==> src/rtl/spi_cmd_pkg.sv <==
package spi_cmd_pkg;

  localparam logic [7:0] OP_RESET  = 8'h06;
  localparam logic [7:0] OP_START  = 8'h08;
  localparam logic [7:0] OP_STOP   = 8'h0A;
  localparam logic [7:0] OP_RDATAC = 8'h10;
  localparam logic [7:0] OP_SDATAC = 8'h11;
  localparam logic [7:0] OP_RDATA  = 8'h12;

  typedef enum logic [1:0] {
    ST_OPCODE,
    ST_COUNT,
    ST_READ,
    ST_WRITE
  } dec_state_t;

  typedef struct packed {
    logic start;
    logic stop;
    logic reset;
    logic rdata;
    logic rdatac;
    logic sdatac;
  } strobe_t;

  function automatic logic op_is_rreg(input logic [7:0] b);
    return b[7:5] == 3'b001;
  endfunction

  function automatic logic op_is_wreg(input logic [7:0] b);
    return b[7:5] == 3'b010;
  endfunction

  // Address 0 is the fixed identification byte; the rest below nreg are storage.
  function automatic logic reg_writable(input logic [4:0] a, input int nreg);
    return (a != 5'd0) && (int'(a) < nreg);
  endfunction

  function automatic logic [4:0] next_addr(input logic [4:0] a);
    return a + 5'd1;
  endfunction

endpackage

==> src/rtl/spi_bit_engine.sv <==
module spi_bit_engine #(
  parameter int FRAME_W = 216
) (
  input  logic               clk,
  input  logic               rst_n,
  input  logic               cs_n,
  input  logic               sclk,
  input  logic               din,
  input  logic               load,
  input  logic [FRAME_W-1:0] load_data,
  output logic               cs_high,
  output logic               sclk_rise,
  output logic               sclk_fall,
  output logic               first_fall,
  output logic               byte_done,
  output logic [7:0]         rx_byte,
  output logic               sdo,
  output logic               sdo_oe
);
  localparam int MSB = FRAME_W - 1;

  logic             cs_q, sclk_q, sclk_qq, din_q, started;
  logic [2:0]       bit_cnt;
  logic [6:0]       rx_sr;
  logic [MSB:0]     tx_sr;

  always_ff @(posedge clk or negedge rst_n) begin
    if (!rst_n) begin
      cs_q    <= 1'b1;
      sclk_q  <= 1'b0;
      sclk_qq <= 1'b0;
      din_q   <= 1'b0;
    end else begin
      cs_q    <= cs_n;
      sclk_q  <= sclk;
      sclk_qq <= sclk_q;
      din_q   <= din;
    end
  end

  assign cs_high    = cs_q;
  assign sclk_rise  = !cs_q && sclk_q && !sclk_qq;
  assign sclk_fall  = !cs_q && !sclk_q && sclk_qq;
  assign first_fall = sclk_fall && !started;
  assign byte_done  = sclk_fall && (bit_cnt == 3'd7);
  assign rx_byte    = {rx_sr, din_q};
  assign sdo_oe     = !cs_q;

  // receive side: falling-edge capture, count cleared whenever select is released
  always_ff @(posedge clk or negedge rst_n) begin
    if (!rst_n) begin
      bit_cnt <= '0;
      rx_sr   <= '0;
      started <= 1'b0;
    end else if (cs_q) begin
      bit_cnt <= '0;
      started <= 1'b0;
    end else if (sclk_fall) begin
      rx_sr   <= rx_byte[6:0];
      bit_cnt <= bit_cnt + 3'd1;
      started <= 1'b1;
    end
  end

  // transmit side: a load wins over a shift in the same clock
  always_ff @(posedge clk or negedge rst_n) begin
    if (!rst_n) begin
      tx_sr <= '0;
    end else if (load) begin
      tx_sr <= load_data;
    end else if (sclk_rise) begin
      tx_sr <= tx_sr << 1;
    end
  end

  always_ff @(posedge clk or negedge rst_n) begin
    if (!rst_n) begin
      sdo <= 1'b0;
    end else if (cs_q) begin
      sdo <= 1'b0;
    end else if (sclk_rise) begin
      sdo <= tx_sr[MSB];
    end
  end

endmodule

==> src/rtl/cmd_decoder.sv <==
module cmd_decoder
  import spi_cmd_pkg::*;
#(
  parameter int NREG        = 24,
  parameter int FRAME_W     = 216,
  parameter int HOLDOFF_CYC = 4
) (
  input  logic               clk,
  input  logic               rst_n,
  input  logic               cs_high,
  input  logic               byte_done,
  input  logic [7:0]         rx_byte,
  input  logic               conv_done,
  input  logic [FRAME_W-1:0] frame_word,
  input  logic [7:0]         reg_rdata,
  output logic [4:0]         reg_raddr,
  output logic               reg_we,
  output logic [4:0]         reg_waddr,
  output logic [7:0]         reg_wdata,
  output logic               soft_reset,
  output strobe_t            strobes,
  output logic               tx_load,
  output logic [FRAME_W-1:0] tx_data,
  output logic               holdoff_busy
);
  localparam int HW = $clog2(HOLDOFF_CYC + 1);
  localparam int PAD_W = FRAME_W - 8;

  dec_state_t state;
  logic [4:0] addr;
  logic [4:0] cnt;
  logic       is_wr;
  logic       rdatac_mode;
  logic [HW-1:0] hold_cnt;
  logic       accept;

  assign holdoff_busy = (hold_cnt != '0);
  assign accept       = byte_done && (state == ST_OPCODE) && !holdoff_busy;
  assign soft_reset   = accept && !rdatac_mode && (rx_byte == OP_RESET);

  assign reg_raddr = (state == ST_READ) ? next_addr(addr) : addr;
  assign reg_we    = byte_done && (state == ST_WRITE);
  assign reg_waddr = addr;
  assign reg_wdata = rx_byte;

  always_comb begin
    tx_load = 1'b0;
    tx_data = '0;
    if (byte_done && (state == ST_COUNT) && !is_wr) begin
      tx_load = 1'b1;
      tx_data = {reg_rdata, {PAD_W{1'b0}}};
    end else if (byte_done && (state == ST_READ) && (cnt != 5'd0)) begin
      tx_load = 1'b1;
      tx_data = {reg_rdata, {PAD_W{1'b0}}};
    end else if (accept && !rdatac_mode && (rx_byte == OP_RDATA)) begin
      tx_load = 1'b1;
      tx_data = frame_word;
    end else if (conv_done && rdatac_mode) begin
      tx_load = 1'b1;
      tx_data = frame_word;
    end
  end

  always_ff @(posedge clk or negedge rst_n) begin
    if (!rst_n) begin
      state <= ST_OPCODE;
      addr  <= '0;
      cnt   <= '0;
      is_wr <= 1'b0;
    end else if (cs_high) begin
      state <= ST_OPCODE;
    end else if (byte_done) begin
      unique case (state)
        ST_OPCODE: begin
          if (accept && !rdatac_mode) begin
            if (op_is_rreg(rx_byte)) begin
              addr  <= rx_byte[4:0];
              is_wr <= 1'b0;
              state <= ST_COUNT;
            end else if (op_is_wreg(rx_byte)) begin
              addr  <= rx_byte[4:0];
              is_wr <= 1'b1;
              state <= ST_COUNT;
            end
          end
        end
        ST_COUNT: begin
          cnt   <= rx_byte[4:0];
          state <= is_wr ? ST_WRITE : ST_READ;
        end
        ST_READ, ST_WRITE: begin
          if (cnt == 5'd0) begin
            state <= ST_OPCODE;
          end else begin
            addr <= next_addr(addr);
            cnt  <= cnt - 5'd1;
          end
        end
        default: state <= ST_OPCODE;
      endcase
    end
  end

  always_ff @(posedge clk or negedge rst_n) begin
    if (!rst_n) begin
      rdatac_mode <= 1'b0;
      hold_cnt    <= '0;
      strobes     <= '0;
    end else begin
      strobes <= '0;
      if (holdoff_busy) hold_cnt <= hold_cnt - 1'b1;
      if (accept) begin
        if (rx_byte == OP_SDATAC) begin
          strobes.sdatac <= 1'b1;
          rdatac_mode    <= 1'b0;
          hold_cnt       <= HW'(HOLDOFF_CYC);
        end else if (!rdatac_mode) begin
          unique case (rx_byte)
            OP_START:  strobes.start <= 1'b1;
            OP_STOP:   strobes.stop  <= 1'b1;
            OP_RESET:  strobes.reset <= 1'b1;
            OP_RDATA:  strobes.rdata <= 1'b1;
            OP_RDATAC: begin
              strobes.rdatac <= 1'b1;
              rdatac_mode    <= 1'b1;
            end
            default: ;
          endcase
        end
      end
    end
  end

endmodule

==> src/rtl/reg_bank.sv <==
module reg_bank
  import spi_cmd_pkg::*;
#(
  parameter int         NREG   = 24,
  parameter logic [7:0] ID_VAL = 8'h3E
) (
  input  logic              clk,
  input  logic              rst_n,
  input  logic              soft_reset,
  input  logic              we,
  input  logic [4:0]        waddr,
  input  logic [7:0]        wdata,
  input  logic [4:0]        raddr,
  output logic [7:0]        rdata,
  output logic [NREG*8-1:0] cfg_flat
);
  logic [7:0] regs [NREG];
  logic       we_ok;

  assign we_ok = we && reg_writable(waddr, NREG);

  for (genvar g = 0; g < NREG; g++) begin : g_reg
    if (g == 0) begin : g_id
      assign regs[g] = ID_VAL;
    end else begin : g_rw
      always_ff @(posedge clk or negedge rst_n) begin
        if (!rst_n)                          regs[g] <= '0;
        else if (soft_reset)                 regs[g] <= '0;
        else if (we_ok && waddr == 5'(g))    regs[g] <= wdata;
      end
    end
    assign cfg_flat[g*8 +: 8] = regs[g];
  end

  always_comb begin
    rdata = '0;
    for (int i = 0; i < NREG; i++) begin
      if (raddr == 5'(i)) rdata = regs[i];
    end
  end

endmodule

==> src/rtl/spi_cmd_if.sv <==
module spi_cmd_if
  import spi_cmd_pkg::*;
#(
  parameter int         NREG        = 24,
  parameter int         FRAME_W     = 216,
  parameter int         HOLDOFF_CYC = 4,
  parameter logic [7:0] ID_VAL      = 8'h3E
) (
  input  logic               clk,
  input  logic               rst_n,
  input  logic               cs_n,
  input  logic               sclk,
  input  logic               din,
  output logic               sdo,
  output logic               sdo_oe,
  output logic               drdy_n,
  input  logic               conv_done,
  input  logic [FRAME_W-1:0] frame_word,
  output logic [NREG*8-1:0]  cfg_regs,
  output logic               cmd_start,
  output logic               cmd_stop,
  output logic               cmd_reset,
  output logic               cmd_rdata,
  output logic               cmd_rdatac,
  output logic               cmd_sdatac
);
  // named internal events, also observed by the bound checker
  logic               cs_high_w;
  logic               sclk_rise_w;
  logic               sclk_fall_w;
  logic               first_fall_w;
  logic               byte_done_w;
  logic [7:0]         rx_byte_w;
  logic               tx_load_w;
  logic [FRAME_W-1:0] tx_data_w;
  logic [4:0]         reg_raddr_w;
  logic [7:0]         reg_rdata_w;
  logic               reg_we_w;
  logic [4:0]         reg_waddr_w;
  logic [7:0]         reg_wdata_w;
  logic               soft_reset_w;
  logic               holdoff_busy_w;
  strobe_t            strobes_w;

  spi_bit_engine #(.FRAME_W(FRAME_W)) u_bits (
    .clk        (clk),
    .rst_n      (rst_n),
    .cs_n       (cs_n),
    .sclk       (sclk),
    .din        (din),
    .load       (tx_load_w),
    .load_data  (tx_data_w),
    .cs_high    (cs_high_w),
    .sclk_rise  (sclk_rise_w),
    .sclk_fall  (sclk_fall_w),
    .first_fall (first_fall_w),
    .byte_done  (byte_done_w),
    .rx_byte    (rx_byte_w),
    .sdo        (sdo),
    .sdo_oe     (sdo_oe)
  );

  cmd_decoder #(
    .NREG        (NREG),
    .FRAME_W     (FRAME_W),
    .HOLDOFF_CYC (HOLDOFF_CYC)
  ) u_dec (
    .clk          (clk),
    .rst_n        (rst_n),
    .cs_high      (cs_high_w),
    .byte_done    (byte_done_w),
    .rx_byte      (rx_byte_w),
    .conv_done    (conv_done),
    .frame_word   (frame_word),
    .reg_rdata    (reg_rdata_w),
    .reg_raddr    (reg_raddr_w),
    .reg_we       (reg_we_w),
    .reg_waddr    (reg_waddr_w),
    .reg_wdata    (reg_wdata_w),
    .soft_reset   (soft_reset_w),
    .strobes      (strobes_w),
    .tx_load      (tx_load_w),
    .tx_data      (tx_data_w),
    .holdoff_busy (holdoff_busy_w)
  );

  reg_bank #(.NREG(NREG), .ID_VAL(ID_VAL)) u_regs (
    .clk        (clk),
    .rst_n      (rst_n),
    .soft_reset (soft_reset_w),
    .we         (reg_we_w),
    .waddr      (reg_waddr_w),
    .wdata      (reg_wdata_w),
    .raddr      (reg_raddr_w),
    .rdata      (reg_rdata_w),
    .cfg_flat   (cfg_regs)
  );

  // data-ready flag: a new word outranks the clearing edge
  always_ff @(posedge clk or negedge rst_n) begin
    if (!rst_n)            drdy_n <= 1'b1;
    else if (conv_done)    drdy_n <= 1'b0;
    else if (first_fall_w) drdy_n <= 1'b1;
  end

  assign cmd_start  = strobes_w.start;
  assign cmd_stop   = strobes_w.stop;
  assign cmd_reset  = strobes_w.reset;
  assign cmd_rdata  = strobes_w.rdata;
  assign cmd_rdatac = strobes_w.rdatac;
  assign cmd_sdatac = strobes_w.sdatac;

endmodule

==> config.mk <==
export PLATFORM = sky130hd
export DESIGN_NAME = spi_cmd_if
export DESIGN_NICKNAME = d
export VERILOG_FILES = /design/src/rtl/spi_cmd_pkg.sv /design/src/rtl/spi_bit_engine.sv /design/src/rtl/cmd_decoder.sv /design/src/rtl/reg_bank.sv /design/src/rtl/spi_cmd_if.sv
export SDC_FILE = /design/constraint.sdc
export NUM_CORES = 1
export LEC_CHECK = 0
export BUFFER_PORTS_ARGS = -buffer_cell sky130_fd_sc_hd__buf_2
export CAP_MARGIN = 20
export CELL_PAD_IN_SITES_DETAIL_PLACEMENT = 1
export CELL_PAD_IN_SITES_GLOBAL_PLACEMENT = 2
export CORE_MARGIN = 3
export CORE_UTILIZATION = 31
export DETAILED_ROUTE_END_ITERATION = 8
export HOLD_SLACK_MARGIN = 0.06
export PLACE_DENSITY = 0.75
export SLEW_MARGIN = 20
export SYNTH_ARGS = -nofsm -noshare
export SYNTH_HDL_FRONTEND = slang
export SYNTH_HIERARCHICAL = 1
export SYNTH_SLANG_ARGS = --single-unit
==> constraint.sdc <==
create_clock -name clk -period 3.4 [get_ports clk]
set_input_delay 0.34 -clock clk [delete_from_list [all_inputs] [get_ports clk]]
set_output_delay 0.34 -clock clk [all_outputs]
set_load 0.005 [all_outputs]
Yosys cells after proc, flatten, opt, wreduce, memory -nomap -nowiden --
Index checks and enable logic that the tools add are counted.
Word-level totals: output and inout bits 201, input port bits 222, flip-flop bits (word level) 440
Cells by class: add/subtract/negate cells 4, multiplexer cells 120, equality and inequality tests 64, reduce and logical (&&, ||, !) cells 92, bitwise gates (word level) 1, order comparisons 1
Operator list (number):
- 216-bit 2-to-1 mux | 6
- 8-bit 2-to-1 mux | 69
- 5-bit by 4-bit == test with 1-bit output, second input constant | 16
- 5-bit == test, second input constant | 16
- 2-bit nonzero test | 31
- 1-bit logical AND | 42
- 5-bit by 3-bit == test with 1-bit output, second input constant | 8
- 5-bit 2-to-1 mux | 8
- 8-bit by 5-bit == test with 1-bit output, second input constant | 3
- 1-bit 2-to-1 mux | 21
- 5-bit by 2-bit == test with 1-bit output, second input constant | 4
- 5-bit case mux with 2 select lines | 2
- 8-bit by 4-bit == test with 1-bit output, second input constant | 2
- 3-bit 2-to-1 mux | 5
- 2-bit 2-to-1 mux | 6
- 6-bit 2-to-1 mux | 2
- 5-bit by 1-bit == test with 1-bit output, second input constant | 2
- 5-bit logical NOT | 2
- 5-bit nonzero test | 2
- 8-bit by 3-bit == test with 1-bit output, second input constant | 1
- 4-bit AND reduction | 2
- 1-bit logical NOT | 7
- 3-bit != test, second input constant | 2
- 2-bit case mux with 3 select lines | 1
- 20 further kinds | 22

Depth between registers and ports, before layout --
depth after elaboration 30, gate-level depth with buffers 17, depth with buffers taken out 13

By module --
The synthesis kept the hierarchy.
By module, submodules not included:
- spi_bit_engine | times used 1, area each 10943.0 µm², cells an instance 1220
- reg_bank | times used 1, area each 9864.5 µm², cells an instance 1002
- cmd_decoder | times used 1, area each 3134.3 µm², cells an instance 431
- spi_cmd_if | times used 1, area each 36.3 µm², cells an instance 2

Least setup slack after synthesis --
OpenSTA, ideal clock, no wires.
path kind register to register, start register u_bits.sclk_q, end register u_bits.tx_sr[194], setup slack 0.120 ns, path buffers 6, required time 3.278 ns, arrival time 3.158 ns, stages on the path, launching flop included 16, cell sequence dfrtp_1 > nand2b_1 > clkbuf_1 > nor2_2 > and2_1 > clkbuf_1 > and4bb_2 > nand4_1 > and2_1 > clkbuf_1 > nand2_1 > clkbuf_1 > clkbuf_1 > clkbuf_1 > nor2b_1 > a21oi_1
Between the ends: longest elaborated chain between the ends 12, elaborated cells on any way between the ends 22, classes of those cells 7 x mux; 15 x reduce/logical
RTL lines:
- from (decl) | RTL line spi_bit_engine.sv:22 | logic cs_q, sclk_q, sclk_qq, din_q, started;
- from (signal assigned) | RTL line spi_bit_engine.sv:35 | sclk_q <= sclk;
- 1-bit logical NOT (*) | RTL line spi_bit_engine.sv:43 | assign sclk_fall = !cs_q && !sclk_q && sclk_qq;
- 1-bit logical AND (*) (2 in series) | RTL line spi_bit_engine.sv:43
- net sclk_fall_w | RTL line spi_cmd_if.sv:30 | logic sclk_fall_w;
- 1-bit logical AND (*) | RTL line spi_bit_engine.sv:45 | assign byte_done = sclk_fall && (bit_cnt == 3'd7);
- net byte_done_w | RTL line spi_cmd_if.sv:32 | logic byte_done_w;
- 1-bit logical AND (2 in series) | RTL line cmd_decoder.sv:38 | assign accept = byte_done && (state == ST_OPCODE) && !holdoff_busy;
- 1-bit logical AND (2 in series) | RTL line cmd_decoder.sv:55 | end else if (accept && !rdatac_mode && (rx_byte == OP_RDATA)) begin
- 1-bit 2-to-1 mux | RTL line cmd_decoder.sv:55
- 1-bit 2-to-1 mux | RTL line cmd_decoder.sv:52 | end else if (byte_done && (state == ST_READ) && (cnt != 5'd0)) begin
- 1-bit 2-to-1 mux (*) | RTL line cmd_decoder.sv:49 | if (byte_done && (state == ST_COUNT) && !is_wr) begin
- net tx_load_w | RTL line spi_cmd_if.sv:34 | logic tx_load_w;
- 216-bit 2-to-1 mux or 2-bit nonzero test (tied branches)
- to (signal assigned) | RTL line spi_bit_engine.sv:70 | tx_sr <= load_data;
- to (signal assigned) | RTL line spi_bit_engine.sv:72 | tx_sr <= tx_sr << 1;
- to (decl) | RTL line spi_bit_engine.sv:25 | logic [MSB:0] tx_sr;
Mark *: on every way through the listed nets, which the timed path passes. The rest lies on a longest branch. A chain may end at the register's enable or synchronous reset.

Final worst setup path --
start register u_dec.state[1], end register u_bits.tx_sr[209]
Between the ends: longest elaborated chain between the ends 30, elaborated cells on any way between the ends 68, classes of those cells 25 x eq/ne; 32 x mux; 11 x reduce/logical
RTL lines:
- from (decl) | RTL line cmd_decoder.sv:29 | dec_state_t state;
- from (signal assigned) | RTL line cmd_decoder.sv:89 | state <= is_wr ? ST_WRITE : ST_READ;
- 2-bit == test (*) | RTL line cmd_decoder.sv:41 | assign reg_raddr = (state == ST_READ) ? next_addr(addr) : addr;
- 5-bit 2-to-1 mux (*) | RTL line cmd_decoder.sv:41
- net reg_raddr_w[1] | RTL line spi_cmd_if.sv:36 | logic [4:0] reg_raddr_w;
- 5-bit logical NOT | RTL line reg_bank.sv:38 | if (raddr == 5'(i)) rdata = regs[i];
- 6-bit 2-to-1 mux | RTL line reg_bank.sv:38
- 8-bit 2-to-1 mux (22 in series) | RTL line reg_bank.sv:38
- 8-bit 2-to-1 mux (*) | RTL line reg_bank.sv:38
- net reg_rdata_w[1] | RTL line spi_cmd_if.sv:37 | logic [7:0] reg_rdata_w;
- 216-bit 2-to-1 mux | RTL line cmd_decoder.sv:52
- 216-bit 2-to-1 mux (*) | RTL line cmd_decoder.sv:49
- net tx_data_w[209] | RTL line spi_cmd_if.sv:35 | logic [FRAME_W-1:0] tx_data_w;
- 216-bit 2-to-1 mux (*) | RTL line spi_bit_engine.sv:69 | end else if (load) begin
Marked as above.

==> flow_summary.yaml <==
pwr:
  vdd_drop_max_mv: 0.402
  p_int_mw: 10.2
  p_per_area_nw_per_um2: 477
  cellLeakagePower_nw: 14.8
  p_seq_frac: 0.439
  p_sw_mw: 3.92
  p_comb_frac: 0.119
  p_sw_frac: 0.277
  clkPwrFrac: 0.442
detailed_routing:
  wl_per_cell_microns: 22.8
  dr_wl_met2_microns: 42200
  drt-pass1-iter-count: 5
  highest_layer: "met5"
  wl_met1_microns: 43000
  viasPerCell: 5.18
  drc: 0
  vias: 21420
  drt-initial-drc-count: 1416
  final_antenna_net_count: 0
  wl_met3_microns: 6310
  routed_wl_microns: 94200
floorplan:
  core-area_sq_um: 76300
  start_util: 0.314
  die_area_sq_um: 80700
  die_y_microns: 284
  die_w_microns: 284
  fp-row-count: 101
  top_level_ports: 423
sta:
  period_share: 0.960
  fin_skew_ns: 0.0140
  hold_viol: 0
  fmax_ghz: 0.306
  max-slew-margin-rel: 0.311
  finalMaxSlewViolations: 0
  tightest_slew_ns: 1.03
  grt_setup_unrepaired: "true"
  period_needed_ns: 3.27
  finalSetupViolCount: 0
worst_setup_path:
  cp_data_required_time_ns: 3.88
  ff2ff_path_depth: 14
  worstReg2RegStart: "u_dec/state[1]"
  critPathKind: "reg -> reg"
  start_kind: "register"
  r2r_slack_ns: 0.13
  crit_chain: "nor2b_1 -> buf_4 -> mux2_2 -> buf_12 -> nand2b_1 -> a22o_1 -> a221oi_1 -> o41ai_2 -> a21oi_1 -> o41ai_2 -> nand2_1 -> o21ai_0 -> nor2b_1 -> a21oi_1"
  endpoint_kind: "register"
  crit_slowest_cell: "a221oi_1"
  rr_endpoint: "u_bits/tx_sr[209]"
  slowest_delay_ns: 0.57
  cp.arrival_ns: 3.74
  crit_fanout: 32
clock_network:
  cts.sinks: 440
  tritoncts: "done"
  cts_buffers: 54
  clk_latency_ns: 0.60
  htreeDepth: 2
  clkTransAtPathRegs_ns: 0.06
  cts_max_path_buffers: 3
  cts_root_buffer: "clkbuf_16"
synthesis:
  synth_area_leader_cell: "dfrtp_1"
  synthCells: 2655
  yosysMostFrequentCell: "a21oi_1"
  ys_seq_area_frac: 0.459
  synthArstFlopShare: 1.00
  syn_area_sq_um: 24000
  yosysUniqueCellTypes: 94
  synth.area.top_cells: "dfrtp_1, a21oi_1, mux2i_1, nor2b_1, and2_1"
  syn_area_per_cell_sq_um: 9.03
  synth_top_cells_by_count: "a21oi_1, dfrtp_1, nand2_1"
  synth_top_area_share: 0.457
  ys_ff_latch: 440
  ys.flop_type: "dfrtp_1"
  ys_warn_count: 6
  synth-edff-count: 0
finish:
  seq_area_sq_um: 11000
  multi_input_area_sq_um: 11800
  fin_nets: 3282
  final_cells: 4133
  fin_util: 0.389
  syn_to_final_growth_pct: 24.0
  layout-drive-gt1-share: 0.238
  fill_cells: 8944
global_route:
  grt_pass1_wl_microns: 141000
  grt_pass1_vias: 22237
  overflow: 0
  antenna_found_initial: 5
  gr-usage-all-layers: 0.225
  grt_max_degree: 217
min_path:
  hp-start: "frame_word[50]"
  hold_class: "in -> reg"
  hold_end: "u_bits/tx_sr[50]"
  min_path_cells: 4
placement:
  portBuffers: 414
  gp_congestion: 0.891
  placed_cells: 4000
  dpl.hpwl_microns: 67000
outcome:
  status: "complete, no violations"
run:
  cap_violations: 0
routing by layer:
metal  track usage  vias up
met3        0.0517      151
li1              -     9828
met5             0        -
met2         0.348      615
met1         0.316    10822
met4        0.0651        4
cells by family (layout without fill, tap and decap cells):
logic type / after synthesis / count (layout) / share of synthesized area
DFF: 440 / 440 / 0.459
AOI/OAI and AO/OA: 673 / 674 / 0.162
xor gates and xnor gates: 8 / 8 / 0.00292
adders and majority gates: 6 / 6 / 0.00313
other: 2 / 11 / 0.000313
and+or+nand+nor: 1097 / 1097 / 0.238
buffers and inverters: 241 / 679 / 0.0549
muxes: 188 / 188 / 0.0800
power by group through the flow:
stage / clock network (mW) / registers [mW] / logic, mW
floorplan: 0 / 6.24 / 0.958
global placement: 0 / 6.27 / 1.61
detailed placement: 0 / 6.30 / 1.68
CTS: 6.44 / 6.22 / 1.70
global route: 6.67 / 6.29 / 1.87
finish: 6.27 / 6.22 / 1.68
stage by stage:
stage | cell area, sq um | TNS [ns] | hold slack [ns] | power (mW) | setup slack, ns
2_1_floorplan | 24000 | 0 | 0.0444 | 7.20 | 0.120
3_3_place_gp | 27400 | 0 | 0.377 | 7.88 | 0.0610
3_5_place_dp | 27400 | 0 | 0.381 | 7.99 | 0.103
4_1_cts | 29600 | 0 | 0.0600 | 14.4 | 0.0782
5_1_grt | 29700 | -0.0817 | 0.0797 | 14.8 | -0.0801
6_report | 29700 | 0 | 0.0957 | 14.2 | 0.135
critical path, delay by kind of cell (launching register included):
family	cells	cell delay, ns
flops	1	0.38
compound gates	7	1.45
simple gates	4	0.45
buf+inv	2	0.43
mux	1	0.41
worst max path at each step:
stage	start	slack [ns]	cells after the start	to
after detailed placement	u_dec/state[0]	0.10	15	u_bits/tx_sr[210]
after CTS	u_dec/state[0]	0.08	16	u_bits/tx_sr[208]
after global routing	u_dec/state[0]	-0.08	14	u_bits/tx_sr[209]
after floorplan	u_bits/sclk_q	0.12	15	u_bits/tx_sr[194]
after global placement	u_dec/state[0]	0.06	16	u_bits/tx_sr[208]
final	u_dec/state[1]	0.13	14	u_bits/tx_sr[209]
sequential cells by signal (all words and copies together), names as in the netlist:
register           cells
drdy_n                 1
u_bits/bit_cnt         3
u_bits/cs_high         1
u_bits/din_q           1
u_bits/rx_sr           7
u_bits/sclk_q          1
u_bits/sclk_qq         1
u_bits/sdo             1
u_bits/started         1
u_bits/tx_sr         216
u_dec/cnt              5
u_dec/hold_cnt         3
u_dec/is_wr            1
u_dec/rdatac_mode      1
u_dec/reg_waddr        5
u_dec/state            2
u_dec/strobes          6
u_regs/cfg_flat      184
what timing repair did:
item / in CTS / in global routing
endpoints found under the setup margin: 0 / 45
setup buffers: 0 / 7
gates resized for setup: 0 / 18
endpoints found under the hold margin: 77 / 0
hold buffers: 20 / 0
area by class of cell:
| cell class | instances | share of cell area |
|---|---|---|
| sequential | 440 | 0.370 |
| clock inverter | 32 | 0.0136 |
| clock buffer | 70 | 0.0515 |
| antenna | 3 | 0.000253 |
| inverter | 14 | 0.00194 |
| tap | 1030 | 0.0434 |
| multi-input combinational | 1981 | 0.397 |
| timing repair buffer | 563 | 0.122 |
cells in the final DEF, fill, tap and decap left out, types with 17 or more instances in the layout:
| master | synthesis | layout |
|---|---|---|
| nand2b_1 | 20 | 19 |
| mux2_2 | 20 | 20 |
| nand2_1 | 315 | 314 |
| a21oi_1 | 480 | 479 |
| o21ai_0 | 38 | 37 |
| a21oi_2 | 20 | 22 |
| dlygate4sd3_1 | 0 | 20 |
| nor2_1 | 188 | 187 |
| buf_4 | 26 | 99 |
| buf_2 | 40 | 413 |
| mux2i_1 | 167 | 167 |
| dfrtp_1 | 438 | 438 |
| and2_1 | 213 | 213 |
| buf_12 | 1 | 29 |
| nor3_1 | 17 | 17 |
| nand3_1 | 42 | 41 |
| nor2b_1 | 237 | 237 |
| clkbuf_16 | 0 | 54 |
| o22ai_1 | 25 | 24 |
Note: power is estimated with default switching activity, not from simulation.
